[config.mk]
export PLATFORM = sky130hd
export DESIGN_NAME = ocref_pair
export DESIGN_NICKNAME = d
export VERILOG_FILES = /design/src/rtl/ocref_pkg.sv /design/src/rtl/ocref_chan.sv /design/src/rtl/ocref_comb.sv /design/src/rtl/ocref_pair.sv
export SDC_FILE = /design/constraint.sdc
export NUM_CORES = 1
export LEC_CHECK = 0
export ABC_AREA = 0
export BUFFER_PORTS_ARGS = -buffer_cell sky130_fd_sc_hd__buf_4
export CAP_MARGIN = 20
export CORE_MARGIN = 4
export CORE_UTILIZATION = 49
export CTS_BUF_LIST = sky130_fd_sc_hd__clkbuf_4 sky130_fd_sc_hd__clkbuf_8
export DETAILED_ROUTE_END_ITERATION = 8
export GPL_TIMING_DRIVEN = 1
export HOLD_SLACK_MARGIN = 0.1
export PLACE_DENSITY = 0.84
export SYNTH_ARGS = -nofsm -noshare
export SYNTH_HDL_FRONTEND = slang
export SYNTH_SLANG_ARGS = --single-unit
[constraint.sdc]
create_clock -name clk_i -period 1.95 [get_ports clk_i]
set_input_delay 0.2925 -clock clk_i [delete_from_list [all_inputs] [get_ports clk_i]]
set_output_delay 0.2925 -clock clk_i [all_outputs]
set_load 0.05 [all_outputs]
[src/rtl/ocref_pkg.sv]
package ocref_pkg;
  localparam int unsigned NCH = 2;

  typedef enum logic [3:0] {
    OC_FROZEN  = 4'd0,
    OC_SET_EQ  = 4'd1,
    OC_CLR_EQ  = 4'd2,
    OC_TOG_EQ  = 4'd3,
    OC_LOW     = 4'd4,
    OC_HIGH    = 4'd5,
    OC_PWM_A   = 4'd6,
    OC_PWM_B   = 4'd7,
    OC_OPM_A   = 4'd8,
    OC_OPM_B   = 4'd9,
    OC_RSV_A   = 4'd10,
    OC_RSV_B   = 4'd11,
    OC_OR_A    = 4'd12,
    OC_AND_B   = 4'd13,
    OC_ASYM_A  = 4'd14,
    OC_ASYM_B  = 4'd15
  } oc_mode_e;
endpackage

[src/rtl/ocref_chan.sv]
module ocref_chan import ocref_pkg::*; #(
  parameter int unsigned CNT_W = 16
) (
  input  logic             clk_i,
  input  logic             rst_ni,
  input  logic [CNT_W-1:0] cnt_i,
  input  logic             down_i,
  input  logic             upd_i,
  input  logic             trig_i,
  input  logic [CNT_W-1:0] cmp_i,
  input  logic [3:0]       mode_i,
  output logic             ref_d_o,
  output logic             ref_q_o
);
  oc_mode_e mode;
  logic     eq, pwm_a, is_opm, run_d, run_q, wait_lvl, ref_d;

  assign mode  = oc_mode_e'(mode_i);
  assign eq    = (cnt_i == cmp_i);
  // up: active below compare; down: inactive only above compare
  assign pwm_a = down_i ? (cnt_i <= cmp_i) : (cnt_i < cmp_i);

  assign is_opm   = (mode == OC_OPM_A) || (mode == OC_OPM_B);
  assign wait_lvl = (mode == OC_OPM_A) ^ down_i;

  always_comb begin
    if (!is_opm)     run_d = 1'b0;
    else if (trig_i) run_d = 1'b1;
    else if (upd_i)  run_d = 1'b0;
    else             run_d = run_q;
  end

  always_comb begin
    unique case (mode)
      OC_FROZEN:                     ref_d = ref_q_o;
      OC_SET_EQ:                     ref_d = eq ? 1'b1 : ref_q_o;
      OC_CLR_EQ:                     ref_d = eq ? 1'b0 : ref_q_o;
      OC_TOG_EQ:                     ref_d = eq ? ~ref_q_o : ref_q_o;
      OC_LOW:                        ref_d = 1'b0;
      OC_HIGH:                       ref_d = 1'b1;
      OC_PWM_A, OC_OR_A, OC_ASYM_A:  ref_d = pwm_a;
      OC_PWM_B, OC_AND_B, OC_ASYM_B: ref_d = ~pwm_a;
      OC_OPM_A:                      ref_d = run_d ? pwm_a : wait_lvl;
      OC_OPM_B:                      ref_d = run_d ? ~pwm_a : wait_lvl;
      default:                       ref_d = 1'b0;
    endcase
  end

  assign ref_d_o = ref_d;

  always_ff @(posedge clk_i or negedge rst_ni) begin
    if (!rst_ni) begin
      ref_q_o <= 1'b0;
      run_q   <= 1'b0;
    end else begin
      ref_q_o <= ref_d;
      run_q   <= run_d;
    end
  end

  a_r2_frozen: assert property (@(posedge clk_i) disable iff (!rst_ni)
    (mode_i == 4'd0) |=> $stable(ref_q_o));
  a_r2_force_lo: assert property (@(posedge clk_i) disable iff (!rst_ni)
    (mode_i == 4'd4) |=> !ref_q_o);
  a_r2_force_hi: assert property (@(posedge clk_i) disable iff (!rst_ni)
    (mode_i == 4'd5) |=> ref_q_o);
  a_r3_toggle: assert property (@(posedge clk_i) disable iff (!rst_ni)
    (mode_i == 4'd3 && cnt_i == cmp_i) |=> (ref_q_o != $past(ref_q_o)));
  a_r4_pwm_up: assert property (@(posedge clk_i) disable iff (!rst_ni)
    (mode_i == 4'd6 && !down_i && cnt_i < cmp_i) |=> ref_q_o);
  a_r6_upd_rearm: assert property (@(posedge clk_i) disable iff (!rst_ni)
    (mode_i == 4'd8 && !down_i && upd_i && !trig_i) |=> ref_q_o);
  a_r10_reserved: assert property (@(posedge clk_i) disable iff (!rst_ni)
    (mode_i == 4'd10 || mode_i == 4'd11) |=> !ref_q_o);
endmodule

[src/rtl/ocref_comb.sv]
module ocref_comb import ocref_pkg::*; #(
  parameter int unsigned IDX = 0
) (
  input  logic           clk_i,
  input  logic           rst_ni,
  input  logic           down_i,
  input  logic [3:0]     mode_i,
  input  logic [NCH-1:0] ref_d_i,
  input  logic [NCH-1:0] ref_q_i,
  output logic           refc_o
);
  localparam int unsigned OTH = NCH - 1 - IDX;

  oc_mode_e mode;
  logic     refc_d;

  assign mode = oc_mode_e'(mode_i);

  always_comb begin
    unique case (mode)
      OC_OR_A:              refc_d = ref_d_i[IDX] | ref_d_i[OTH];
      OC_AND_B:             refc_d = ref_d_i[IDX] & ref_d_i[OTH];
      OC_ASYM_A, OC_ASYM_B: refc_d = down_i ? ref_d_i[1] : ref_d_i[0];
      default:              refc_d = ref_d_i[IDX];
    endcase
  end

  always_ff @(posedge clk_i or negedge rst_ni) begin
    if (!rst_ni) refc_o <= 1'b0;
    else         refc_o <= refc_d;
  end

  a_r11_or: assert property (@(posedge clk_i) disable iff (!rst_ni)
    (mode_i == 4'd12) |=> (refc_o == (ref_q_i[0] | ref_q_i[1])));
  a_r11_and: assert property (@(posedge clk_i) disable iff (!rst_ni)
    (mode_i == 4'd13) |=> (refc_o == (ref_q_i[0] & ref_q_i[1])));
  a_r12_asym_up: assert property (@(posedge clk_i) disable iff (!rst_ni)
    (mode_i[3:1] == 3'b111 && !down_i) |=> (refc_o == ref_q_i[0]));
  a_r12_asym_dn: assert property (@(posedge clk_i) disable iff (!rst_ni)
    (mode_i[3:1] == 3'b111 && down_i) |=> (refc_o == ref_q_i[1]));
  a_r12_own: assert property (@(posedge clk_i) disable iff (!rst_ni)
    (mode_i < 4'd12) |=> (refc_o == ref_q_i[IDX]));
endmodule

[src/rtl/ocref_pair.sv]
module ocref_pair import ocref_pkg::*; #(
  parameter int unsigned CNT_W = 16
) (
  input  logic             clk_i,
  input  logic             rst_ni,
  input  logic [CNT_W-1:0] cnt_i,
  input  logic             down_i,
  input  logic             upd_i,
  input  logic             trig_i,
  input  logic [CNT_W-1:0] cmp1_i,
  input  logic [CNT_W-1:0] cmp2_i,
  input  logic [3:0]       mode1_i,
  input  logic [3:0]       mode2_i,
  output logic             ref1_o,
  output logic             ref2_o,
  output logic             refc1_o,
  output logic             refc2_o
);
  logic [CNT_W-1:0] cmp_arr  [NCH];
  logic [3:0]       mode_arr [NCH];
  logic [NCH-1:0]   ref_d, ref_q, refc;

  assign cmp_arr[0]  = cmp1_i;
  assign cmp_arr[1]  = cmp2_i;
  assign mode_arr[0] = mode1_i;
  assign mode_arr[1] = mode2_i;

  for (genvar g = 0; g < NCH; g++) begin : g_ch
    ocref_chan #(.CNT_W(CNT_W)) u_chan (
      .clk_i   (clk_i),
      .rst_ni  (rst_ni),
      .cnt_i   (cnt_i),
      .down_i  (down_i),
      .upd_i   (upd_i),
      .trig_i  (trig_i),
      .cmp_i   (cmp_arr[g]),
      .mode_i  (mode_arr[g]),
      .ref_d_o (ref_d[g]),
      .ref_q_o (ref_q[g])
    );

    ocref_comb #(.IDX(g)) u_comb (
      .clk_i   (clk_i),
      .rst_ni  (rst_ni),
      .down_i  (down_i),
      .mode_i  (mode_arr[g]),
      .ref_d_i (ref_d),
      .ref_q_i (ref_q),
      .refc_o  (refc[g])
    );
  end

  assign ref1_o  = ref_q[0];
  assign ref2_o  = ref_q[1];
  assign refc1_o = refc[0];
  assign refc2_o = refc[1];

  a_r1_reset: assert property (@(posedge clk_i)
    !rst_ni |-> (ref_q == '0 && refc == '0));
endmodule

==> results of run 1 <==
## through the flow
| step | TNS, ns | cells | utilization [%] | area [sq um] |
|---|---|---|---|---|
| 6_report | -1.12 | 296 | 84.3 | 2300 |
| 5_1_grt | -1.59 | 296 | 84.3 | 2300 |
| 4_1_cts | -1.05 | 295 | 83.0 | 2270 |
| 3_5_place_dp | -2.24 | 288 | 78.7 | 2150 |
| 3_3_place_gp | -1.97 | 288 | 78.7 | 2150 |
| 2_1_floorplan | -0.997 | 184 | - | 1560 |
## cell type report
cell class,count,share of cell area [%]
flip-flops and latches,6,6.52
repair buffers,80,28.6
multi-input cells,138,54.7
inverters,38,7.50
clock buffers,3,0.978
well taps,31,1.68
## worst min path at each step
stage,startpoint,endpoint,cells past startpoint
floorplan,rst_ni,g_ch[0].u_chan.ref_q_o,0
global placement,rst_ni,g_ch[1].u_chan.run_q,1
detailed placement,rst_ni,g_ch[0].u_chan.run_q,1
CTS,trig_i,g_ch[0].u_chan.run_q,3
global route,mode1_i[2],g_ch[0].u_comb.refc_o,3
finish,trig_i,g_ch[0].u_chan.run_q,3
## critical path: stages
cell     delay, ns
buf_8         0.09
inv_12        0.03
ha_4          0.27
nand4_4       0.09
or2_1         0.25
or3_4         0.37
ha_4          0.16
mux2i_1       0.14
o21ai_1       0.10
a21oi_1       0.13
o21ai_1       0.09
a21o_2        0.23
o41ai_2       0.20
nand2_1       0.08
## cells in the mapped netlist, drive strengths merged (2+ instances only)
| cell type | count | area, sq um |
|---|---|---|
| inv | 38 | 143 |
| o21ai | 9 | 48.8 |
| nor2b | 5 | 31.3 |
| a211oi | 2 | 15.0 |
| a21o | 3 | 23.8 |
| nand2 | 13 | 48.8 |
| and2 | 2 | 12.5 |
| nor2 | 8 | 30.0 |
| nand4 | 7 | 50.1 |
| mux2i | 2 | 20.0 |
| nand2b | 3 | 18.8 |
| nand3 | 6 | 30.0 |
| clkbuf | 2 | 7.51 |
| dfrtp | 6 | 150 |
| a31oi | 3 | 18.8 |
| a21oi | 17 | 85.1 |
| xnor2 | 2 | 17.5 |
| o211ai | 3 | 22.5 |
| ha | 36 | 450 |
## registers in the layout (all words and copies together) (netlist names)
register             cells
g_ch.u_chan.run_q        2
g_ch.u_chan.ref_q_o      2
g_ch.u_comb.refc_o       2
## metal layers
metal / wire length, um / global-route usage, % / vias up
li1: - / - / 811
met1: 1630 / 27.2 / 735
met2: 2290 / 47.4 / 68
met3: 285 / 2.52 / 6
met4: 78 / 6.81 / 0
met5: 0 / 0 / -
## placed cells by master (no fill, tap or decap), types with 2 or more instances in the layout
master,instances
nand3_1,6
a21o_1,2
clkbuf_4,3
nand2b_1,3
dfrtp_1,6
mux2i_1,2
xnor2_1,2
and2_1,2
inv_1,30
o21ai_0,4
buf_4,66
buf_8,2
a21oi_1,17
nor2_1,8
o21ai_1,4
ha_1,25
buf_6,11
ha_4,11
inv_4,5
o211ai_1,3
nand2_1,13
nor2b_1,5
nand4_1,6
a31oi_1,2
## cells by family after synthesis
logic type      Yosys count
simple gates             50
xor+xnor                  2
buf+inv                  40
flops                     6
compound gates           47
fa+ha+maj                36
mux                       3
## what timing repair did
action,CTS,global route
setup endpoints to repair,4,4
pin swaps,2,5
hold buffers,1,0
hold endpoints to repair,6,0
setup buffers,3,1
resized for setup,13,7
## report_power, final
group / internal (mW) / switching [mW] / total [mW] / leakage [nW]
sequential: 0.141 / 0.0142 / 0.155 / 0.0773
combinational: 0.281 / 0.275 / 0.556 / 1.10
clock: 0.0700 / 0.0499 / 0.120 / 0.0138
==> impl_results.md, run 1 <==
- Outcome: finished with violations
- Failing checks: setup timing
- PwrDens: 361 nW/um^2
- Final setup margin: -0.436 ns
- CTS max path bufs: 2
- Slew Limit Fails: 0
- Post-Synth Simple-Gate Area: 20.4%
- Measured slew at the worst slew-check pin: 0.312 ns
- Critical path data required time: 2.08 ns
- Max Cap Viol: 0
- Mapped Area: 1390 sq um
- Ports: 65
- DRC violations left: 0
- Vias per Instance: 5.47
- Vias post-DR: 1620
- Average size of a mapped cell: 7.53 sq um
- Post-synth EDFFs: 0
- Synthesis-to-finish area growth: 66.2%
- Synth Instances: 184
- DRT antenna net count: 0
- First-pass GRT wire length: 6.95 mm
- Crit path time final: 2.39 ns
- Core area: 2730 sq um
- Initial Utilization: 50.7%
- Syn_nets: 281
- Tcrit/Tclk final: 122%
- CTS H-Tree Depth: 1
- Fmax achieved: 419 MHz
- R2r setup slk: 0.16 ns
- Reg area: 150 sq um
- DIE AREA: 3740 sq um
- Worst hold path type: input port to flop
- Crit path DAT: 2.52 ns
- Peak VDD IR: 0.000608 V
- Grt ovf: 0
- Largest family of logic cells by synthesized area: adder cells
- Drt pass-1 iters: 4
- Sequential share of the synthesized area: 10.8%
- LEAKAGE: 1.19 nW
- Worst setup path end: g_ch[0].u_comb.refc_o
- Die height: 61.2 um
- Final setup vio count: 4
- Final Skew: 0.00469 ns
- Inserted Diodes: 0
- Crit-path max FO: 5
- Clock root cell: clkbuf_4
- Post-synth top flop: dfrtp_1
- Gr usage total: 24.3%
- Worst reg2reg path endpoint: g_ch[0].u_comb.refc_o
- GPL Wtd Cong: 0.888
- Multi-input gate area: 1260 sq um
- Synth Warn #: 0
- RSZ-0062 raised after global routing: yes
- Largest net degree at the start of global routing: 12
- Number of synthesized register bits: 6
- Die X: 61.2 um
- CTS tree: built
- Yosys cell types: 40
- CP startpoint kind: input port
- Pre-CTS WS: -0.709 ns
- Reg2reg start: g_ch[1].u_chan.ref_q_o
- CP Class: input port to flop
- Asr flop ratio synth: 100%
- Mux cell area share after synthesis: 2.53%
- Slew HR: 79.1%
- Hpwl dp: 3.45 mm
- Synth Area in XOR/XNOR: 1.26%
- Overall power: 0.830 mW
- DRC marker count from the first detailed-route iteration: 80
- Crit path from: cmp2_i[15]
- Clock tree sinks: 6
- Antenna violations before repair: 0
- Number of buffers created by CTS: 3
- Synth Area in Compound Gates: 21.7%
- Worst skew pair latency: 0.25 ns
- Vias in the first global route: 1628
- # fillers: 176
- Port bufs: 64
- Synth Area in Adders: 32.5%
- Routed WL: 4.28 mm
- Hold Vio Cnt, Final: 0
- Nets: 364
- Drt wl/cell: 14.5 um
- Worst-path clk slew: 0.05 ns
- Hold WS: 0.346 ns
- Row count: 19
- R2R cell count: 9
- CP Capture Type: flop
- Ratio of cells with drive above 1 in the final layout: 42.6%
(Power assumes the default switching activity.)
==> inputs of run 2 (changes only) <==
--- a/config.mk
+++ b/config.mk
@@ -8,13 +8,15 @@
 export ABC_AREA = 0
 export BUFFER_PORTS_ARGS = -buffer_cell sky130_fd_sc_hd__buf_4
 export CAP_MARGIN = 20
+export CELL_PAD_IN_SITES_DETAIL_PLACEMENT = 0
+export CELL_PAD_IN_SITES_GLOBAL_PLACEMENT = 1
 export CORE_MARGIN = 4
-export CORE_UTILIZATION = 49
+export CORE_UTILIZATION = 33
 export CTS_BUF_LIST = sky130_fd_sc_hd__clkbuf_4 sky130_fd_sc_hd__clkbuf_8
 export DETAILED_ROUTE_END_ITERATION = 8
 export GPL_TIMING_DRIVEN = 1
 export HOLD_SLACK_MARGIN = 0.1
-export PLACE_DENSITY = 0.84
+export PLACE_DENSITY_LB_ADDON = 0.1
 export SYNTH_ARGS = -nofsm -noshare
 export SYNTH_HDL_FRONTEND = slang
 export SYNTH_SLANG_ARGS = --single-unit
==> run 2 against run 1 <==
Effect of this change:
- the run still ends with setup timing left
- highest routed layer is now met3
- sequential power is essentially flat
- non-clock buffer count grew 5
- worst hold slack lost 0.0080 ns
==> impl_results.md, run 2 (synthesized netlist as in run 1, its figures left out) <==
- Power share of the combinational group: 61.4% (-5.5 points)
- CTS H-Tree Depth: 1 (unchanged)
- Vias in the first global route: 1610 (-1.1%)
- Slowest stage delay, CP: 0.37 ns (about the same)
- Seq pwr share: 17.6% (-1.1 points)
- Port bufs: 64 (unchanged)
- First-pass GRT wire length: 6.60 mm (-5.0%)
- DRC marker count from the first detailed-route iteration: 28 (-65%)
- DIE AREA: 5300 sq um (+42%)
- # fillers: 386 (+120%)
- Peak VDD IR: 0.000214 V (-65%)
- Final instance count without filler cells: 320 (+8.1%)
- Most frequent cells in the layout: buf_4, inv_1, ha_1
- Die X: 72.8 um (+19%)
- Placed Cells: 311 (+8.0%)
- CP startpoint kind: input port
- Crit-path max FO: 5 (unchanged)
- Tcrit/Tclk final: 122% (about the same)
- Ratio of cells with drive above 1 in the final layout: 43.3% (+0.69 points)
- Final core occ: 58.5% (-26 points)
- Die height: 72.8 um (+19%)
- Sw Share: 37.4% (-3.4 points)
- Ports: 65 (unchanged)
- Clock root cell: clkbuf_8
- Crit path DAT: 2.49 ns (-0.03 ns)
- RSZ-0062 raised after global routing: yes
- Inserted Diodes: 0 (unchanged)
- CTS max path bufs: 2 (unchanged)
- Nets: 369 (+1.4%)
- CP Capture Type: flop
- Hpwl dp: 3.26 mm (-5.5%)
- Largest net degree at the start of global routing: 12 (unchanged)
- Final setup vio count: 4 (unchanged)
- Initial Utilization: 34.4% (-16 points)
- Fin area: 2360 sq um (+2.3%)
- Failing checks: setup timing
- Overall power: 0.885 mW (+6.6%)
- Crit-path slowest cell: or3_4
- Slew Limit Fails: 0 (unchanged)
- DRT antenna net count: 0 (unchanged)
- Row count: 23 (+4)
- Routed WL: 3.78 mm (-12%)
- Antenna violations before repair: 0 (unchanged)
- Worst skew pair latency: 0.22 ns (-0.03 ns)
- Outcome: finished with violations
- Leading registers by flop count: g_ch.u_chan.ref_q_o (2), g_ch.u_chan.run_q (2), g_ch.u_comb.refc_o (2)
- Hold Vio Cnt, Final: 0 (unchanged)
- Final setup margin: -0.434 ns (+0.00194 ns)
- LEAKAGE: 1.21 nW (+1.7%)
- CP Class: input port to flop
- Placed cell area: 2210 sq um (+2.5%)
- Setup TNS: -1.01 ns (+0.111 ns)
- Pint: 0.554 mW (+13%)
- Hold WS: 0.338 ns (-0.00803 ns)
- Critical path data required time: 2.05 ns (-0.03 ns)
- Gr usage total: 14.8% (-9.4 points)
- GPL Wtd Cong: 0.817 (-8.0%)
- Crit path time final: 2.38 ns (-0.00194 ns)
- Sw Pwr: 0.331 mW (-2.3%)
- Fmax achieved: 419 MHz (about the same)
- Worst hold path type: input port to flop
- Drt wl/cell: 11.8 um (-18%)
- Vias per Instance: 4.88 (-11%)
- DRC violations left: 0 (unchanged)
- Pre-CTS WS: -0.691 ns (+0.0180 ns)
- Drt pass-1 iters: 4 (unchanged)
- CP Cell Sequence: buf_8, ha_4, nand4_1, or2_1, or3_4, ha_4, mux2i_1, o21ai_1, a21oi_1, o21ai_1, a21o_2, o41ai_2, nand2_1
- Measured slew at the worst slew-check pin: 0.279 ns (-0.0331 ns)
- CTS tree: built
- Clk network pwr share: 21.1% (+6.7 points)
- Clock tree sinks: 6 (unchanged)
- Worst-path clk slew: 0.04 ns (about the same)
- Max Cap Viol: 0 (unchanged)
- Final Skew: 0.000845 ns (-0.00385 ns)
- Core area: 4030 sq um (+47%)
- Synthesis-to-finish area growth: 70.0%
- Number of buffers created by CTS: 3 (unchanged)
- Grt ovf: 0 (unchanged)
- Slew HR: 81.3% (+2.2 points)
- Commonest non-fill, non-tap cell in the layout: buf_4
- Vias post-DR: 1561 (-3.6%)
- PwrDens: 375 nW/um^2 (+4.1%)
-- run 2: per-layer routing --
metal	share of wire [%]	track usage (%)	vias to the layer above
met4	0	0.615	0
met1	46	20.2	697
met5	0	0	-
li1	-	-	827
met3	5.4	1.65	0
met2	49	26.4	37
-- run 2: layout make-up --
class | count | area [sq um] | area share [%]
Clock buffer | 3 | 41.3 | 1.75
Inverter | 38 | 173 | 7.32
Multi-Input combinational cell | 138 | 1240 | 52.8
Sequential cell | 6 | 150 | 6.37
Tap cell | 50 | 62.6 | 2.65
Timing Repair Buffer | 85 | 686 | 29.1
-- run 2: path summary, 6_finish.rpt --
path                                       from                     end  slack, ns  depth (start not counted)
max                                    cnt_i[9]   g_ch[0].u_comb.refc_o      -0.43                         13
min                                  mode1_i[3]  g_ch[0].u_chan.ref_q_o       0.34                          2
max reg2reg                g_ch[0].u_chan.run_q   g_ch[1].u_comb.refc_o       0.19                          8
min reg2reg                g_ch[0].u_chan.run_q    g_ch[0].u_chan.run_q       0.64                          3
max in group asynchronous                rst_ni    g_ch[0].u_chan.run_q       1.42                          2
min in group asynchronous                rst_ni   g_ch[1].u_comb.refc_o       0.42                          2
-- run 2: worst max-delay path: cells and delay by family --
| kind | cells | cell delay [ns] |
|---|---|---|
| AOI/OAI and AO/OA | 5 | 0.72 |
| adders and majority gates | 2 | 0.43 |
| buffers and inverters | 1 | 0.10 |
| muxes | 1 | 0.12 |
| and+or+nand+nor | 4 | 0.81 |
-- run 2: power by group through the flow --
stage / sequential [mW] / clock (mW) / combinational [mW]
floorplan: 0.207 / 0 / 0.235
global placement: 0.156 / 0 / 0.514
detailed placement: 0.156 / 0 / 0.517
CTS: 0.156 / 0.192 / 0.545
global route: 0.157 / 0.196 / 0.611
finish: 0.155 / 0.186 / 0.543
-- run 2: repair_timing --
action                     in CTS  in global routing
pin swaps                       6                  3
buffers inserted                5                  0
gates resized for setup        13                  2
hold buffers                    1                  0
hold endpoints to repair        6                  0
setup endpoints to repair       4                  4
==> inputs of run 3 (changes only) <==
--- a/config.mk
+++ b/config.mk
@@ -16,7 +16,7 @@
 export DETAILED_ROUTE_END_ITERATION = 8
 export GPL_TIMING_DRIVEN = 1
 export HOLD_SLACK_MARGIN = 0.1
-export PLACE_DENSITY_LB_ADDON = 0.1
+export PLACE_DENSITY_LB_ADDON = 0.2
 export SYNTH_ARGS = -nofsm -noshare
 export SYNTH_HDL_FRONTEND = slang
 export SYNTH_SLANG_ARGS = --single-unit
==> run 3 against run 2 <==
Effect of this change:
- the run still ends with setup timing left
- count of clock-buffer cells in the layout unchanged
- sequential power about the same
- setup slack worse by 0.0089 ns
- sequential cell count unchanged
- power up 1.1%
- global-route usage down 0.57 points
- register-to-register slack worse by 0.05 ns
- via count down 1.7%
==> impl_results.md, run 3 (synthesized netlist as in run 1, its figures left out) <==
- Outcome: finished with violations
- Failing checks: setup timing
- Pint: 0.561 mW (+1.3%)
- CP Capture Type: flop
- Commonest non-fill, non-tap cell in the layout: buf_4
- CP startpoint kind: input port
- Vias per Instance: 4.83 (-1.0%)
- Peak VDD IR: 0.000426 V (+99%)
- Clk network pwr share: 20.9% (-0.2 points)
- Leading registers by flop count: g_ch.u_chan.ref_q_o (2), g_ch.u_chan.run_q (2), g_ch.u_comb.refc_o (2)
- Vias in the first global route: 1499 (-6.9%)
- Measured slew at the worst slew-check pin: 0.349 ns (+0.0698 ns)
- Vias post-DR: 1535 (-1.7%)
- DRC violations left: 0 (unchanged)
- Hpwl dp: 3.21 mm (-1.4%)
- Die X: 72.8 um (unchanged)
- Row count: 23 (unchanged)
- Seq pwr share: 17.2% (-0.4 points)
- Routed WL: 3.77 mm (-0.32%)
- CTS max path bufs: 2 (unchanged)
- Worst hold path type: input port to flop
- Sw Pwr: 0.333 mW (+0.64%)
- Largest net degree at the start of global routing: 12 (unchanged)
- PwrDens: 369 nW/um^2 (-1.7%)
- CTS H-Tree Depth: 1 (unchanged)
- Ports: 65 (unchanged)
- Die height: 72.8 um (unchanged)
- Overall power: 0.894 mW (+1.1%)
- Ratio of cells with drive above 1 in the final layout: 45.9% (+2.6 points)
- Worst-path clk slew: 0.04 ns (about the same)
- Port bufs: 64 (unchanged)
- Nets: 367 (-0.54%)
- Tcrit/Tclk final: 123% (+0.46 points)
- GPL Wtd Cong: 0.755 (-7.6%)
- Crit-path max FO: 5 (unchanged)
- CP Class: input port to flop
- Antenna violations before repair: 0 (unchanged)
- Hold Vio Cnt, Final: 0 (unchanged)
- Final Skew: 0.00173 ns (+0.000885 ns)
- CTS tree: built
- DIE AREA: 5300 sq um (unchanged)
- Crit path DAT: 2.49 ns (about the same)
- RSZ-0062 raised after global routing: yes
- Inserted Diodes: 0 (unchanged)
- Clock tree sinks: 6 (unchanged)
- Sw Share: 37.2% (-0.16 points)
- Final core occ: 60.2% (+1.6 points)
- Final setup vio count: 4 (unchanged)
- DRC marker count from the first detailed-route iteration: 53 (+89%)
- LEAKAGE: 1.21 nW (+0.33%)
- Max Cap Viol: 0 (unchanged)
- Gr usage total: 14.3% (-0.57 points)
- First-pass GRT wire length: 6.19 mm (-6.3%)
- Clock root cell: clkbuf_8
- Grt ovf: 0 (unchanged)
- Drt wl/cell: 11.9 um (+0.31%)
- Worst skew pair latency: 0.22 ns (about the same)
- Synthesis-to-finish area growth: 74.8%
- Initial Utilization: 34.4% (unchanged)
- Drt pass-1 iters: 4 (unchanged)
- Most frequent cells in the layout: buf_4, inv_1, ha_1
- Setup TNS: -1.17 ns (-0.169 ns)
- Number of buffers created by CTS: 3 (unchanged)
- Power share of the combinational group: 61.9% (+0.5 points)
- Critical path data required time: 2.05 ns (about the same)
- Core area: 4030 sq um (unchanged)
- Slew Limit Fails: 0 (unchanged)
- DRT antenna net count: 0 (unchanged)
- Slew HR: 76.6% (-4.7 points)
- Final setup margin: -0.443 ns (-0.00894 ns)
- Crit path time final: 2.39 ns (+0.00894 ns)
- Fmax achieved: 418 MHz (-0.37%)
run 3: cell types whose count changed in the layout (fill, tap and decap cells not counted), sizes merged:
cell  change
buf       -2
run 3: worst max-delay path, stage by stage:
cell,delay (ns)
buf_6,0.10
ha_4,0.26
nand4_1,0.11
or2_1,0.27
or3_4,0.37
ha_4,0.17
mux2i_1,0.13
o21ai_1,0.09
a21oi_1,0.12
o21ai_1,0.08
a21o_2,0.23
o41ai_2,0.20
nand2_1,0.09
run 3: path summary, 6_finish.rpt:
check                                startpoint                      to  slack [ns]  cells past startpoint
setup / recovery                       cnt_i[9]   g_ch[0].u_comb.refc_o       -0.44                     13
hold / removal                           trig_i    g_ch[0].u_chan.run_q        0.38                      3
setup reg to reg           g_ch[0].u_chan.run_q   g_ch[1].u_comb.refc_o        0.14                      8
hold reg to reg            g_ch[0].u_chan.run_q    g_ch[0].u_chan.run_q        0.64                      3
max in group asynchronous                rst_ni    g_ch[1].u_chan.run_q        1.40                      2
min in group asynchronous                rst_ni  g_ch[1].u_chan.ref_q_o        0.44                      2
run 3: layout make-up:
cell class | instances | area [sq um]
multi-input combinational | 138 | 1300
inverter | 38 | 173
timing repair buffer | 83 | 693
tap | 50 | 62.6
clock buffer | 3 | 41.3
sequential | 6 | 150
fill | 376 | 1610
run 3: stage by stage:
stage / worst slack, ns / instance area (sq um) / hold WS (ns) / instances
6_report: -0.443 / 2420 / 0.376 / 318
4_1_cts: -0.443 / 2360 / 0.385 / 318
3_5_place_dp: -0.700 / 2220 / 0.101 / 313
5_1_grt: -0.575 / 2420 / 0.410 / 318
3_3_place_gp: -0.648 / 2220 / 0.102 / 313
2_1_floorplan: -0.429 / 1560 / -0.00309 / 184
run 3: power groups by stage:
stage	Clock, mW	Combinational, mW	Sequential [mW]
global placement	0	0.518	0.156
detailed placement	0	0.518	0.156
CTS	0.188	0.541	0.154
finish	0.187	0.554	0.154
global route	0.199	0.616	0.156
floorplan	0	0.235	0.207
run 3: metal layers:
layer  part of all wire [%]  vias to the layer above  GRT usage (%)
met5                      0                        -              0
met4                   0.27                        0           1.84
met3                    5.9                        2           2.07
met2                     47                       43           24.1
met1                     47                      670           19.7
li1                       -                      820              -
run 3: repair_timing:
item | 4_1_cts | 5_1_grt
resized for setup | 15 | 14
hold endpoints to repair | 6 | 0
endpoints found under the setup margin | 4 | 4
buffers inserted | 1 | 0
pin swaps | 8 | 9
hold buffers | 1 | 0
